### config.mk
export PLATFORM = sky130hd
export DESIGN_NAME = fsk_tag_wavegen
export DESIGN_NICKNAME = d
export VERILOG_FILES = /design/src/rtl/fsk_tag_pkg.sv /design/src/rtl/fsk_cycle_gen.sv /design/src/rtl/fsk_frame_seq.sv /design/src/rtl/fsk_tag_wavegen.sv
export SDC_FILE = /design/constraint.sdc
export NUM_CORES = 1
export LEC_CHECK = 0
export BUFFER_PORTS_ARGS = -buffer_cell sky130_fd_sc_hd__buf_2
export CAP_MARGIN = 30
export CORE_UTILIZATION = 50
export CTS_CLUSTER_DIAMETER = 40
export DETAILED_ROUTE_END_ITERATION = 6
export PLACE_DENSITY = 0.86
export SLEW_MARGIN = 25
export SYNTH_ARGS = -nofsm -noshare
export SYNTH_HDL_FRONTEND = slang
export SYNTH_SLANG_ARGS = --single-unit
### constraint.sdc
create_clock -name clk -period 2.1 [get_ports clk]
set_clock_uncertainty 0.05 [all_clocks]
set_input_delay 0 -clock clk [delete_from_list [all_inputs] [get_ports clk]]
set_output_delay 0 -clock clk [all_outputs]
set_load 0.005 [all_outputs]
### src/rtl/fsk_tag_pkg.sv
package fsk_tag_pkg;
  typedef enum logic [1:0] {
    PH_LEAD = 2'd0,
    PH_MARK = 2'd1,
    PH_FILL = 2'd2,
    PH_DATA = 2'd3
  } fsk_phase_e;

  // bit i set: marker group i uses the slow (period 10) subcarrier
  localparam int unsigned MARK_GROUPS = 8;
  localparam logic [MARK_GROUPS-1:0] MARK_SLOW = 8'b1011_1000;
endpackage

### src/rtl/fsk_cycle_gen.sv
module fsk_cycle_gen #(
  parameter int unsigned FAST_PER = 8,
  parameter int unsigned FAST_HI  = 2,
  parameter int unsigned SLOW_PER = 10,
  parameter int unsigned SLOW_HI  = 3
) (
  input  logic clk,
  input  logic rst_n,
  input  logic restart,
  input  logic step,
  input  logic slow,
  output logic level,
  output logic cyc_last
);
  localparam int unsigned MAXP = (SLOW_PER > FAST_PER) ? SLOW_PER : FAST_PER;
  localparam int unsigned SW   = $clog2(MAXP) + 1;

  logic [SW-1:0] cnt_q, cnt_d;
  logic [SW-1:0] per_m1, hi_n;

  always_comb begin
    per_m1   = slow ? SW'(SLOW_PER - 1) : SW'(FAST_PER - 1);
    hi_n     = slow ? SW'(SLOW_HI) : SW'(FAST_HI);
    level    = (cnt_q < hi_n);
    cyc_last = (cnt_q == per_m1);
    cnt_d    = cnt_q;
    if (restart)   cnt_d = '0;
    else if (step) cnt_d = cyc_last ? '0 : cnt_q + 1'b1;
  end

  always_ff @(posedge clk or negedge rst_n) begin
    if (!rst_n) cnt_q <= '0;
    else        cnt_q <= cnt_d;
  end

  p_cnt_range_r2: assert property (@(posedge clk) disable iff (!rst_n)
    cnt_q < SW'(MAXP));
endmodule

### src/rtl/fsk_frame_seq.sv
module fsk_frame_seq
  import fsk_tag_pkg::*;
#(
  parameter int unsigned ID_W       = 44,
  parameter int unsigned FAST_CYC   = 6,
  parameter int unsigned SLOW_CYC   = 5,
  parameter int unsigned FILL_EVERY = 4
) (
  input  logic            clk,
  input  logic            rst_n,
  input  logic            restart,
  input  logic            adv,
  input  logic [ID_W-1:0] id,
  output logic            slow
);
  localparam int unsigned MAXC = (FAST_CYC > SLOW_CYC) ? FAST_CYC : SLOW_CYC;
  localparam int unsigned CW   = $clog2(MAXC) + 1;
  localparam int unsigned BW   = $clog2(ID_W);
  localparam int unsigned GW   = $clog2(MARK_GROUPS);
  localparam bit FIRST_FILL    = ((ID_W - 1) % FILL_EVERY) == (FILL_EVERY - 1);

  fsk_phase_e     ph_q, ph_d;
  logic [CW-1:0]  cyc_q, cyc_d;
  logic [GW-1:0]  grp_q, grp_d;
  logic           half_q, half_d;
  logic [BW-1:0]  bit_q, bit_d;
  logic [CW-1:0]  grp_len_m1;
  logic           grp_end, cur_bit, nxt_fill;
  logic [BW-1:0]  nxt_bit;

  always_comb begin
    cur_bit = id[bit_q];
    case (ph_q)
      PH_MARK: slow = MARK_SLOW[grp_q];
      PH_DATA: slow = half_q ? ~cur_bit : cur_bit;
      default: slow = 1'b0;
    endcase
  end

  always_comb begin
    ph_d = ph_q; cyc_d = cyc_q; grp_d = grp_q; half_d = half_q; bit_d = bit_q;
    grp_len_m1 = slow ? CW'(SLOW_CYC - 1) : CW'(FAST_CYC - 1);
    grp_end    = (cyc_q == grp_len_m1);
    nxt_bit    = bit_q - 1'b1;
    nxt_fill   = (int'(nxt_bit) % FILL_EVERY) == (FILL_EVERY - 1);
    if (restart) begin
      ph_d = PH_LEAD; cyc_d = '0; grp_d = '0; half_d = 1'b0; bit_d = BW'(ID_W - 1);
    end else if (adv) begin
      case (ph_q)
        PH_LEAD: begin
          ph_d = PH_MARK; grp_d = '0; cyc_d = '0;
        end
        PH_MARK: begin
          if (!grp_end) cyc_d = cyc_q + 1'b1;
          else begin
            cyc_d = '0;
            if (grp_q == GW'(MARK_GROUPS - 1)) begin
              ph_d = FIRST_FILL ? PH_FILL : PH_DATA;
              half_d = 1'b0; bit_d = BW'(ID_W - 1);
            end else grp_d = grp_q + 1'b1;
          end
        end
        PH_FILL: begin
          ph_d = PH_DATA; cyc_d = '0; half_d = 1'b0;
        end
        default: begin
          if (!grp_end) cyc_d = cyc_q + 1'b1;
          else begin
            cyc_d = '0;
            if (!half_q) half_d = 1'b1;
            else begin
              half_d = 1'b0;
              if (bit_q == '0) begin
                ph_d = PH_LEAD; bit_d = BW'(ID_W - 1);
              end else begin
                bit_d = nxt_bit;
                ph_d  = nxt_fill ? PH_FILL : PH_DATA;
              end
            end
          end
        end
      endcase
    end
  end

  always_ff @(posedge clk or negedge rst_n) begin
    if (!rst_n) begin
      ph_q <= PH_LEAD; cyc_q <= '0; grp_q <= '0; half_q <= 1'b0; bit_q <= BW'(ID_W - 1);
    end else begin
      ph_q <= ph_d; cyc_q <= cyc_d; grp_q <= grp_d; half_q <= half_d; bit_q <= bit_d;
    end
  end

  p_bit_range_r3: assert property (@(posedge clk) disable iff (!rst_n)
    bit_q <= BW'(ID_W - 1));
  p_cyc_range_r2: assert property (@(posedge clk) disable iff (!rst_n)
    cyc_q < CW'(MAXC));
  p_lone_cycle_r5: assert property (@(posedge clk) disable iff (!rst_n)
    (adv && !restart && (ph_q == PH_FILL || ph_q == PH_LEAD)) |=> ph_q != $past(ph_q));
endmodule

### src/rtl/fsk_tag_wavegen.sv
module fsk_tag_wavegen #(
  parameter int unsigned HI_IN_W    = 16,
  parameter int unsigned HI_W       = 12,
  parameter int unsigned LO_W       = 32,
  parameter int unsigned FAST_CYC   = 6,
  parameter int unsigned SLOW_CYC   = 5,
  parameter int unsigned FILL_EVERY = 4
) (
  input  logic               clk,
  input  logic               rst_n,
  input  logic [HI_IN_W-1:0] id_hi,
  input  logic [LO_W-1:0]    id_lo,
  input  logic               load,
  input  logic               start,
  input  logic               stop,
  input  logic               smp_clk,
  output logic               mod_out,
  output logic               load_err
);
  localparam int unsigned ID_W = HI_W + LO_W;

  logic [1:0]      rst_s;
  logic            srst_n;
  logic            smp_q, smp_edge, tick;
  logic            run_q, run_d, stop_q, stop_d, ok_q, ok_d, err_d, out_d;
  logic [ID_W-1:0] id_q, id_d;
  logic            hi_bad, start_acc, slow, level, cyc_last, seq_adv;

  always_ff @(posedge clk or negedge rst_n) begin
    if (!rst_n) rst_s <= 2'b00;
    else        rst_s <= {rst_s[0], 1'b1};
  end
  assign srst_n = rst_s[1];

  always_comb begin
    smp_edge  = smp_clk & ~smp_q;
    tick      = run_q & smp_edge;
    hi_bad    = (id_hi > HI_IN_W'((1 << HI_W) - 1));
    start_acc = start & ~run_q & ok_q;
    seq_adv   = tick & ~stop_q & cyc_last;
    run_d = run_q; stop_d = stop_q; ok_d = ok_q; err_d = load_err; id_d = id_q; out_d = mod_out;
    if (load && !run_q) begin
      if (hi_bad) begin
        err_d = 1'b1; ok_d = 1'b0;
      end else begin
        err_d = 1'b0; ok_d = 1'b1; id_d = {id_hi[HI_W-1:0], id_lo};
      end
    end
    if (start_acc) run_d = 1'b1;
    if (stop && run_q) stop_d = 1'b1;
    if (tick) begin
      if (stop_q || stop) begin
        out_d = 1'b1; run_d = 1'b0; stop_d = 1'b0;
      end else out_d = level;
    end
  end

  always_ff @(posedge clk or negedge srst_n) begin
    if (!srst_n) begin
      smp_q <= 1'b0; run_q <= 1'b0; stop_q <= 1'b0; ok_q <= 1'b0;
      load_err <= 1'b0; mod_out <= 1'b1; id_q <= '0;
    end else begin
      smp_q <= smp_clk; run_q <= run_d; stop_q <= stop_d; ok_q <= ok_d;
      load_err <= err_d; mod_out <= out_d; id_q <= id_d;
    end
  end

  fsk_cycle_gen #(
    .FAST_PER(8), .FAST_HI(2), .SLOW_PER(10), .SLOW_HI(3)
  ) u_cyc (
    .clk(clk), .rst_n(srst_n), .restart(start_acc), .step(tick & ~stop_q & ~stop),
    .slow(slow), .level(level), .cyc_last(cyc_last)
  );

  fsk_frame_seq #(
    .ID_W(ID_W), .FAST_CYC(FAST_CYC), .SLOW_CYC(SLOW_CYC), .FILL_EVERY(FILL_EVERY)
  ) u_seq (
    .clk(clk), .rst_n(srst_n), .restart(start_acc), .adv(seq_adv), .id(id_q), .slow(slow)
  );

  p_idle_open_r10: assert property (@(posedge clk) disable iff (!srst_n)
    !run_q |-> mod_out);
  p_hold_r6: assert property (@(posedge clk) disable iff (!srst_n)
    !smp_clk |=> $stable(mod_out));
  p_err_blocks_r8: assert property (@(posedge clk) disable iff (!srst_n)
    load_err |-> !run_q);
  p_load_ignored_r9: assert property (@(posedge clk) disable iff (!srst_n)
    run_q |=> $stable(id_q));
endmodule

==> results of run 1 <==
-- where the power goes --
| part | internal [mW] | switching, mW |
|---|---|---|
| Sequential | 1.82 | 0.375 |
| Clock | 0.543 | 0.597 |
| Combinational | 0.772 | 0.613 |
| Total | 3.13 | 1.59 |
-- routing by layer --
| layer | up-vias | track usage |
|---|---|---|
| met4 | 0 | 0.228 |
| li1 | 1503 | - |
| met2 | 326 | 0.593 |
| met1 | 1798 | 0.387 |
| met5 | - | 0 |
| met3 | 133 | 0.107 |
-- cells by family (layout without fill, tap and decap cells) --
kind of cell | Yosys count | after routing | synth area share
and+or+nand+nor | 93 | 93 | 0.132
muxes | 67 | 67 | 0.227
DFF | 73 | 73 | 0.481
buffers and inverters | 23 | 192 | 0.0289
xor gates and xnor gates | 2 | 2 | 0.00459
adders and majority gates | 10 | 10 | 0.0328
AOI/OAI and AO/OA | 50 | 50 | 0.0932
other | 1 | 2 | 0.000983
-- sequential cells by signal (all words and copies together) (netlist names) --
register	count
u_seq.ph_q	2
load_err	1
run_q	1
u_seq.bit_q	6
id_q	44
u_seq.grp_q	3
rst_s	2
u_cyc.cnt_q	5
mod_out	1
u_seq.cyc_q	4
smp_q	1
u_seq.half_q	1
stop_q	1
ok_q	1
-- cells in the final DEF (no fill, tap or decap), types with 8 or more instances in the layout --
cell type / netlist / final
buf_4: 1 / 45
ha_1: 10 / 10
nand2_1: 23 / 20
dlygate4sd3_1: 0 / 56
clkbuf_8: 0 / 9
inv_1: 11 / 11
a21oi_1: 11 / 8
nor3_1: 8 / 8
mux2_2: 46 / 45
nor2_1: 18 / 18
mux2i_1: 8 / 8
buf_2: 4 / 55
dfrtp_1: 68 / 67
nand3_1: 8 / 8
mux4_2: 7 / 9
-- area by class of cell --
type                            count  area [µm²]  share of cell area
Antenna cell                        1        2.50            0.000452
Clock buffer                       10         128              0.0230
Clock inverter                      6        60.1              0.0108
Inverter                           11        41.3             0.00746
Multi-Input combinational cell    223        2040               0.369
Sequential cell                    73        1840               0.332
Tap cell                           99         124              0.0224
Timing Repair Buffer              165        1300               0.235
-- how the worst max path moves through the flow --
| stage | startpoint | end | slack (ns) | depth (start not counted) |
|---|---|---|---|---|
| 2_1_floorplan | u_seq.bit_q[0]$_DFFE_PN1P_ | u_seq.bit_q[0]$_DFFE_PN1P_ | -1.25 | 12 |
| 3_3_place_gp | u_seq.bit_q[1]$_DFFE_PN1P_ | u_seq.bit_q[1]$_DFFE_PN1P_ | -1.25 | 9 |
| 3_5_place_dp | u_seq.bit_q[0]$_DFFE_PN1P_ | u_seq.half_q$_DFFE_PN0P_ | -1.40 | 9 |
| 4_1_cts | u_seq.bit_q[1]$_DFFE_PN1P_ | u_seq.half_q$_DFFE_PN0P_ | -1.25 | 10 |
| 5_1_grt | u_seq.bit_q[0]$_DFFE_PN1P_ | u_seq.bit_q[5]$_DFFE_PN1P_ | -1.67 | 12 |
| 6_report | u_seq.bit_q[0]$_DFFE_PN1P_ | u_seq.bit_q[5]$_DFFE_PN1P_ | -1.52 | 11 |
-- worst max-delay path: cells and delay by family (launching register included) --
family	cells	cell delay, ns
muxes	3	1.20
AOI/OAI and AO/OA	5	0.99
DFF	1	0.71
buffers and inverters	2	0.34
and+or+nand+nor	1	0.26
-- metrics by stage --
step | hold slack (ns) | instances | utilization | setup TNS, ns | area, µm²
4_1_cts | 0.242 | 583 | 0.740 | -22.78 | 5430
6_report | 0.243 | 588 | 0.755 | -26.87 | 5540
5_1_grt | 0.253 | 588 | 0.755 | -30.92 | 5540
2_1_floorplan | -0.346 | 319 | - | -20.92 | 3860
3_3_place_gp | -0.264 | 509 | 0.624 | -22.24 | 4570
3_5_place_dp | -0.262 | 509 | 0.624 | -25.14 | 4570
-- timing repair --
action                                 4_1_cts  5_1_grt
resized for setup                           15       15
pin swaps                                    9       10
buffers inserted                             2        4
setup endpoints to repair                   21       21
hold buffers                                56        0
endpoints found under the hold margin       53        0
==> insert_results.sql, run 1 <==
INSERT INTO impl_metrics (metric_group, metric, value, unit) VALUES
('min_path', 'worstHoldStart', 'smp_clk', ''),
('drt', 'drcViolationCount', '0', ''),
('worst_setup_path', 'endpoint_kind', 'flip-flop', ''),
('timing', 'min_period_over_period', '1.72', ''),
('timing', 'post-route-worst-setup-slack', '-1.52', 'ns'),
('drt', 'totalWireLength', '14200', 'µm'),
('yosys', 'ys_top_cells_by_count', 'dfrtp_1 (68), mux2_2 (46), nand2_1 (23), nor2_1 (18)', ''),
('worst_setup_path', 'crit_arrival', '3.88', 'ns'),
('yosys', 'seq_area_frac_synth', '0.481', ''),
('timing', 'timing_max_transition_violations_final', '0', ''),
('place', 'globalplace.congestion', '0.855', ''),
('worst_setup_path', 'r2r-start', 'u_seq.bit_q[0]$_DFFE_PN1P_', ''),
('run', 'max-cap-violations', '0', ''),
('clocking', 'tritoncts.num_buffers', '9', ''),
('global_routing', 'grtUsageTotal', '0.352', ''),
('yosys', 'synth_area_per_cell', '12.0', 'µm²'),
('timing', 'rsz0062_at_grt', 'yes', ''),
('global_routing', 'first_global_vias', '3782', ''),
('yosys', 'share_of_async_settable_or_async_resettable_flops_after_synthesis', '1.00', ''),
('worst_setup_path', 'critPathSlowestCell', 'dfstp_4', ''),
('yosys', 'post_synth_instance_area', '3810', 'µm²'),
('drt', 'wl_met2', '6790', 'µm'),
('floorplan', 'die_area', '7980', 'µm²'),
('clocking', 'path_clk_slew', '0.09', 'ns'),
('floorplan', 'die_width', '89.3', 'µm'),
('worst_setup_path', 'critPathMaxFanout', '8', ''),
('yosys', 'synth_seq_cells', '73', ''),
('drt', 'met1Wirelength', '4920', 'µm'),
('timing', 'hold_violations', '0', ''),
('min_path', 'worst_hold_path_type', 'primary input to flip-flop', ''),
('drt', 'drtIter0Drc', '495', ''),
('timing', 'fin_crit', '3.62', 'ns'),
('drt', 'vias', '3760', ''),
('yosys', 'post_synth_num_cell_types', '63', ''),
('cells_and_area', 'final_nets', '547', ''),
('power_and_ir_drop', 'pwr_per_cell_area', '852', 'nW/µm²'),
('worst_setup_path', 'critical_path.startpoint_type', 'flip-flop', ''),
('timing', 'tightestPinTransition', '0.537', 'ns'),
('clocking', 'clock_tree.buffer_depth', '2', ''),
('drt', 'route.top_layer_used', 'met4', ''),
('timing', 'finalSetupViolCount', '21', ''),
('yosys', 'netlist.top_cell.by_area', 'dfrtp_1', ''),
('floorplan', 'initial_core_utilization', '0.520', ''),
('place', 'pre_cts_slack', '-1.40', 'ns'),
('worst_setup_path', 'setup.worst_path.class', 'flip-flop to flip-flop', ''),
('yosys', 'yosys.cell_count.top_type', 'dfrtp_1', ''),
('worst_setup_path', 'rr_worst_depth', '11', ''),
('clocking', 'insertion_delay', '0.38', 'ns'),
('cells_and_area', 'fill_cells', '375', ''),
('floorplan', 'io_pins', '56', ''),
('cells_and_area', 'area_growth', '45.2', '%'),
('min_path', 'worstHoldPathCells', '2', ''),
('worst_setup_path', 'path_cells', 'mux4_2 > mux2i_1 > o311ai_4 > o311ai_4 > nor3b_4 > buf_6 > mux2i_4 > a31oi_4 > buf_6 > a211oi_1 > o22a_1', ''),
('drt', 'drt-pass1-iter-count', '6', ''),
('yosys', 'netlist_top_cells_area', 'dfrtp_1 (45%), mux2_2 (14%), mux4_2 (4.1%), dfstp_2 (3.4%), ha_1 (3.3%)', ''),
('drt', 'postRouteAntennaNets', '0', ''),
('yosys', 'syn_inst', '319', ''),
('worst_setup_path', 'worst-r2r-setup-slack', '-1.52', 'ns'),
('drt', 'met3WireLength', '1360', 'µm'),
('power_and_ir_drop', 'post-layout-total-power', '4.72', 'mW'),
('yosys', 'synth_top_cell_area_share', '0.446', ''),
('status', 'violations', 'negative setup slack', ''),
('global_routing', 'globalRoute.totalOverflow', '0', ''),
('cells_and_area', 'post_route_cells_drive_above_1_share', '0.447', ''),
('place', 'place.detailed.hpwl', '6320', 'µm'),
('status', 'status', 'finished, violations left', ''),
('yosys', 'synth-main-ff-cell', 'dfrtp_1', ''),
('drt', 'drt-vias-per-instance', '6.39', ''),
('drt', 'avgRoutedWirePerCell', '24.2', 'µm'),
('global_routing', 'grt_max_degree', '72', ''),
('clocking', 'cts.root.buffer_cell', 'clkbuf_8', '');
(Power assumes the default switching activity.)
==> inputs of run 2 (changes only) <==
--- a/config.mk
+++ b/config.mk
@@ -10,7 +10,8 @@
 export CORE_UTILIZATION = 50
 export CTS_CLUSTER_DIAMETER = 40
 export DETAILED_ROUTE_END_ITERATION = 6
-export PLACE_DENSITY = 0.86
+export PLACE_DENSITY = 0.83
+export SKIP_LAST_GASP = 1
 export SLEW_MARGIN = 25
 export SYNTH_ARGS = -nofsm -noshare
 export SYNTH_HDL_FRONTEND = slang
==> constraint.sdc (replaced) <==
create_clock -name clk -period 3.7 [get_ports clk]
set_clock_uncertainty 0.05 [all_clocks]
set_input_delay 0 -clock clk [delete_from_list [all_inputs] [get_ports clk]]
set_output_delay 0 -clock clk [all_outputs]
set_load 0.005 [all_outputs]
==> run 2 against run 1 <==
Against the previous run: the flow now finishes without violations; final cell count is 9.0% lower; global-route usage shrank 8.2 points; via count fell by 18%; wire length is 32% lower; sequential power shrank 44%; first-iteration DRC count decreased by 62%; critical endpoint is now u_seq.half_q$_DFFE_PN0P_.
==> insert_results.sql, run 2 (synthesis results as in run 1) <==
INSERT INTO impl_metrics (metric_group, metric, value, unit) VALUES
('timing', 'rsz0062_at_grt', 'no', ''),
('clocking', 'h_tree_lvl_count', '3', ''),
('clocking', 'clock_tree.buffer_depth', '2', ''),
('worst_setup_path', 'cp.required', '3.92', 'ns'),
('cells_and_area', 'final_cell_mix', 'dfrtp_1 (67), buf_2 (55), dlygate4sd3_1 (50), mux2_2 (46), nand2_1 (22)', ''),
('timing', 'fin_crit', '3.57', 'ns'),
('worst_setup_path', 'critPathSlowestCell', 'dfstp_2', ''),
('floorplan', 'die_area', '7980', 'µm²'),
('status', 'status', 'complete, no violations', ''),
('drt', 'postRouteAntennaNets', '0', ''),
('floorplan', 'io_pins', '56', ''),
('global_routing', 'grtUsageTotal', '0.270', ''),
('floorplan', 'floorplan.core_area', '7330', 'µm²'),
('timing', 'hold_violations', '0', ''),
('global_routing', 'antenna_violations_before_repair', '0', ''),
('cells_and_area', 'antennaDiodeCount', '0', ''),
('cells_and_area', 'max_flop_register', 'id_q', ''),
('clocking', 'insertion_delay', '0.36', 'ns'),
('place', 'pre_cts_slack', '0.157', 'ns'),
('cells_and_area', 'area_growth', '29.3', '%'),
('worst_setup_path', 'critical_path.n_buffers_inverters', '2', ''),
('drt', 'vias', '3074', ''),
('timing', 'timing.setup.tns', '0', 'ns'),
('clocking', 'clock_tree_from_tritoncts', 'yes', ''),
('cells_and_area', 'largest_register_ffs', '44', ''),
('worst_setup_path', 'critPathMaxStageDelay', '0.58', 'ns'),
('worst_setup_path', 'path_cells', 'mux4_1 > mux2_2 > and3_4 > o311ai_1 > nor3b_2 > buf_4 > mux2i_2 > buf_4 > o21ai_0 > or4_1 > a21oi_1', ''),
('cells_and_area', 'finish.cell_count_without_fillers', '535', ''),
('global_routing', 'first_pass_grt_wire_length', '15600', 'µm'),
('power_and_ir_drop', 'maximum_vdd_ir_drop', '416', 'µV'),
('power_and_ir_drop', 'p_comb_frac', '0.231', ''),
('timing', 'timing_max_transition_violations_final', '0', ''),
('worst_setup_path', 'critPathMaxFanout', '7', ''),
('clocking', 'post-cts-setup-buffers', '0', ''),
('clocking', 'cts.root.buffer_cell', 'clkbuf_8', ''),
('drt', 'drcViolationCount', '0', ''),
('global_routing', 'grt_max_degree', '47', ''),
('timing', 'tightestPinTransition', '0.840', 'ns'),
('worst_setup_path', 'cp_common_cell', 'buf_4', ''),
('clocking', 'path_clk_slew', '0.08', 'ns'),
('cells_and_area', 'reg.largest.list', 'id_q: 44 flops, u_seq.bit_q: 6 flops, u_cyc.cnt_q: 5 flops', ''),
('cells_and_area', 'post_route_cells_drive_above_1_share', '0.344', ''),
('clocking', 'cts.sinks', '73', ''),
('cells_and_area', 'final_nets', '495', ''),
('place', 'dp_cells', '469', ''),
('global_routing', 'first_global_vias', '3164', ''),
('timing', 'post-route-worst-setup-slack', '0.130', 'ns'),
('power_and_ir_drop', 'p_switching', '720', 'µW'),
('worst_setup_path', 'critical_path.startpoint_type', 'flip-flop', ''),
('worst_setup_path', 'cp_top_family', 'multiplexers', ''),
('clocking', 'tritoncts.num_buffers', '9', ''),
('power_and_ir_drop', 'cellLeakagePower', '2.24', 'nW'),
('power_and_ir_drop', 'internal_power', '1.77', 'mW'),
('global_routing', 'globalRoute.totalOverflow', '0', ''),
('worst_setup_path', 'worst-r2r-setup-slack', '0.13', 'ns'),
('place', 'globalplace.congestion', '0.841', ''),
('power_and_ir_drop', 'clock_power_share', '0.276', ''),
('cells_and_area', 'final_core_util', '0.673', ''),
('power_and_ir_drop', 'pwr_per_cell_area', '506', 'nW/µm²'),
('power_and_ir_drop', 'power_frac_seq', '0.493', ''),
('place', 'place.detailed.hpwl', '5840', 'µm'),
('drt', 'totalWireLength', '9690', 'µm'),
('floorplan', 'rows', '31', ''),
('min_path', 'endpoint_of_the_worst_hold_path', 'ok_q$_DFFE_PN0P_', ''),
('drt', 'drt-vias-per-instance', '5.75', ''),
('worst_setup_path', 'crit_arrival', '3.79', 'ns'),
('floorplan', 'initial_core_utilization', '0.520', ''),
('worst_setup_path', 'endpoint_kind', 'flip-flop', ''),
('drt', 'drtIter0Drc', '190', ''),
('timing', 'slew-limit-headroom', '0.438', ''),
('power_and_ir_drop', 'sw_frac_of_total', '0.289', ''),
('worst_setup_path', 'worstReg2RegEnd', 'u_seq.half_q$_DFFE_PN0P_', ''),
('timing', 'min_period_over_period', '0.965', ''),
('timing', 'finalSetupViolCount', '0', ''),
('worst_setup_path', 'setup.worst_path.class', 'flip-flop to flip-flop', ''),
('worst_setup_path', 'rr_worst_depth', '11', ''),
('min_path', 'worstHoldPathCells', '3', ''),
('drt', 'drt-pass1-iter-count', '5', ''),
('cells_and_area', 'final_common_cell', 'dfrtp_1', ''),
('floorplan', 'die_width', '89.3', 'µm'),
('worst_setup_path', 'r2r-start', 'u_seq.bit_q[1]$_DFFE_PN1P_', ''),
('timing', 'clock.fmax', '280', 'MHz'),
('min_path', 'worstHoldStart', 'load', ''),
('drt', 'avgRoutedWirePerCell', '18.1', 'µm'),
('floorplan', 'chipHeight', '89.3', 'µm'),
('run', 'max-cap-violations', '0', ''),
('power_and_ir_drop', 'post-layout-total-power', '2.49', 'mW'),
('place', 'place.port_buffers', '55', ''),
('min_path', 'worst_hold_path_type', 'primary input to flip-flop', '');
[run 2: cell count changes in the layout (fill, tap and decap cells not counted), sizes merged]
cell,previous run,this run
clkinv,3,2
diode,1,0
buf,109,63
clkbuf,10,11
bufinv,1,2
dlygate4sd3,56,50
clkinvlp,2,1
[run 2: worst min-delay path, delay by kind of cell]
family / cells / cell delay (ns)
AND/OR/NAND/NOR: 1 / 0.16
buffers and inverters: 1 / 0.09
AO/OA/AOI/OAI: 1 / 0.14
[run 2: per-stage QoR]
stage | hold WS [ns] | instance area, µm²
2_1_floorplan | -0.346 | 3810
3_3_place_gp | -0.265 | 4210
3_5_place_dp | -0.262 | 4210
4_1_cts | 0.0152 | 4920
5_1_grt | 0.0536 | 4930
6_report | 0.0335 | 4930
[run 2: how the worst max path moves through the flow]
stage               slack, ns                       start  depth (start not counted)                          to
floorplan                0.21  u_seq.bit_q[1]$_DFFE_PN1P_                         10  u_seq.bit_q[0]$_DFFE_PN1P_
global placement         0.34  u_seq.bit_q[1]$_DFFE_PN1P_                         10  u_seq.bit_q[1]$_DFFE_PN1P_
detailed placement       0.16  u_seq.bit_q[0]$_DFFE_PN1P_                         11    u_seq.half_q$_DFFE_PN0P_
CTS                      0.11  u_seq.bit_q[0]$_DFFE_PN1P_                         11    u_seq.half_q$_DFFE_PN0P_
global route            0.005  u_seq.bit_q[1]$_DFFE_PN1P_                         11  u_seq.grp_q[1]$_DFFE_PN0P_
finish                   0.13  u_seq.bit_q[1]$_DFFE_PN1P_                         11    u_seq.half_q$_DFFE_PN0P_
[run 2: timing repair]
| action | 4_1_cts | 5_1_grt |
|---|---|---|
| resized for setup | 0 | 2 |
| setup endpoints to repair | 0 | 11 |
| hold endpoints to repair | 52 | 0 |
| hold buffers | 50 | 0 |
[run 2: layout make-up]
cell class | instances | area [µm²]
inverter | 11 | 41.3
clock inverter | 5 | 81.3
clock buffer | 11 | 131
fill | 481 | 2400
sequential | 73 | 1840
tap | 99 | 124
multi-input combinational | 223 | 1880
timing repair buffer | 113 | 836
[run 2: layer usage]
layer | global-route usage | vias up | wire [µm]
met5 | 0 | - | 0
met4 | 0.152 | 0 | 363
met1 | 0.325 | 1515 | 3810
li1 | - | 1400 | -
met3 | 0.0508 | 39 | 457
met2 | 0.458 | 120 | 5060
[run 2: power by group through the flow]
stage                     sequential, mW  combinational, mW  clock (mW)
after floorplan                     1.15              0.414           0
after global placement              1.21              0.477           0
after detailed placement            1.23              0.506           0
after CTS                           1.22              0.559       0.692
after global routing                1.26              0.629       0.727
final                               1.23              0.576       0.689
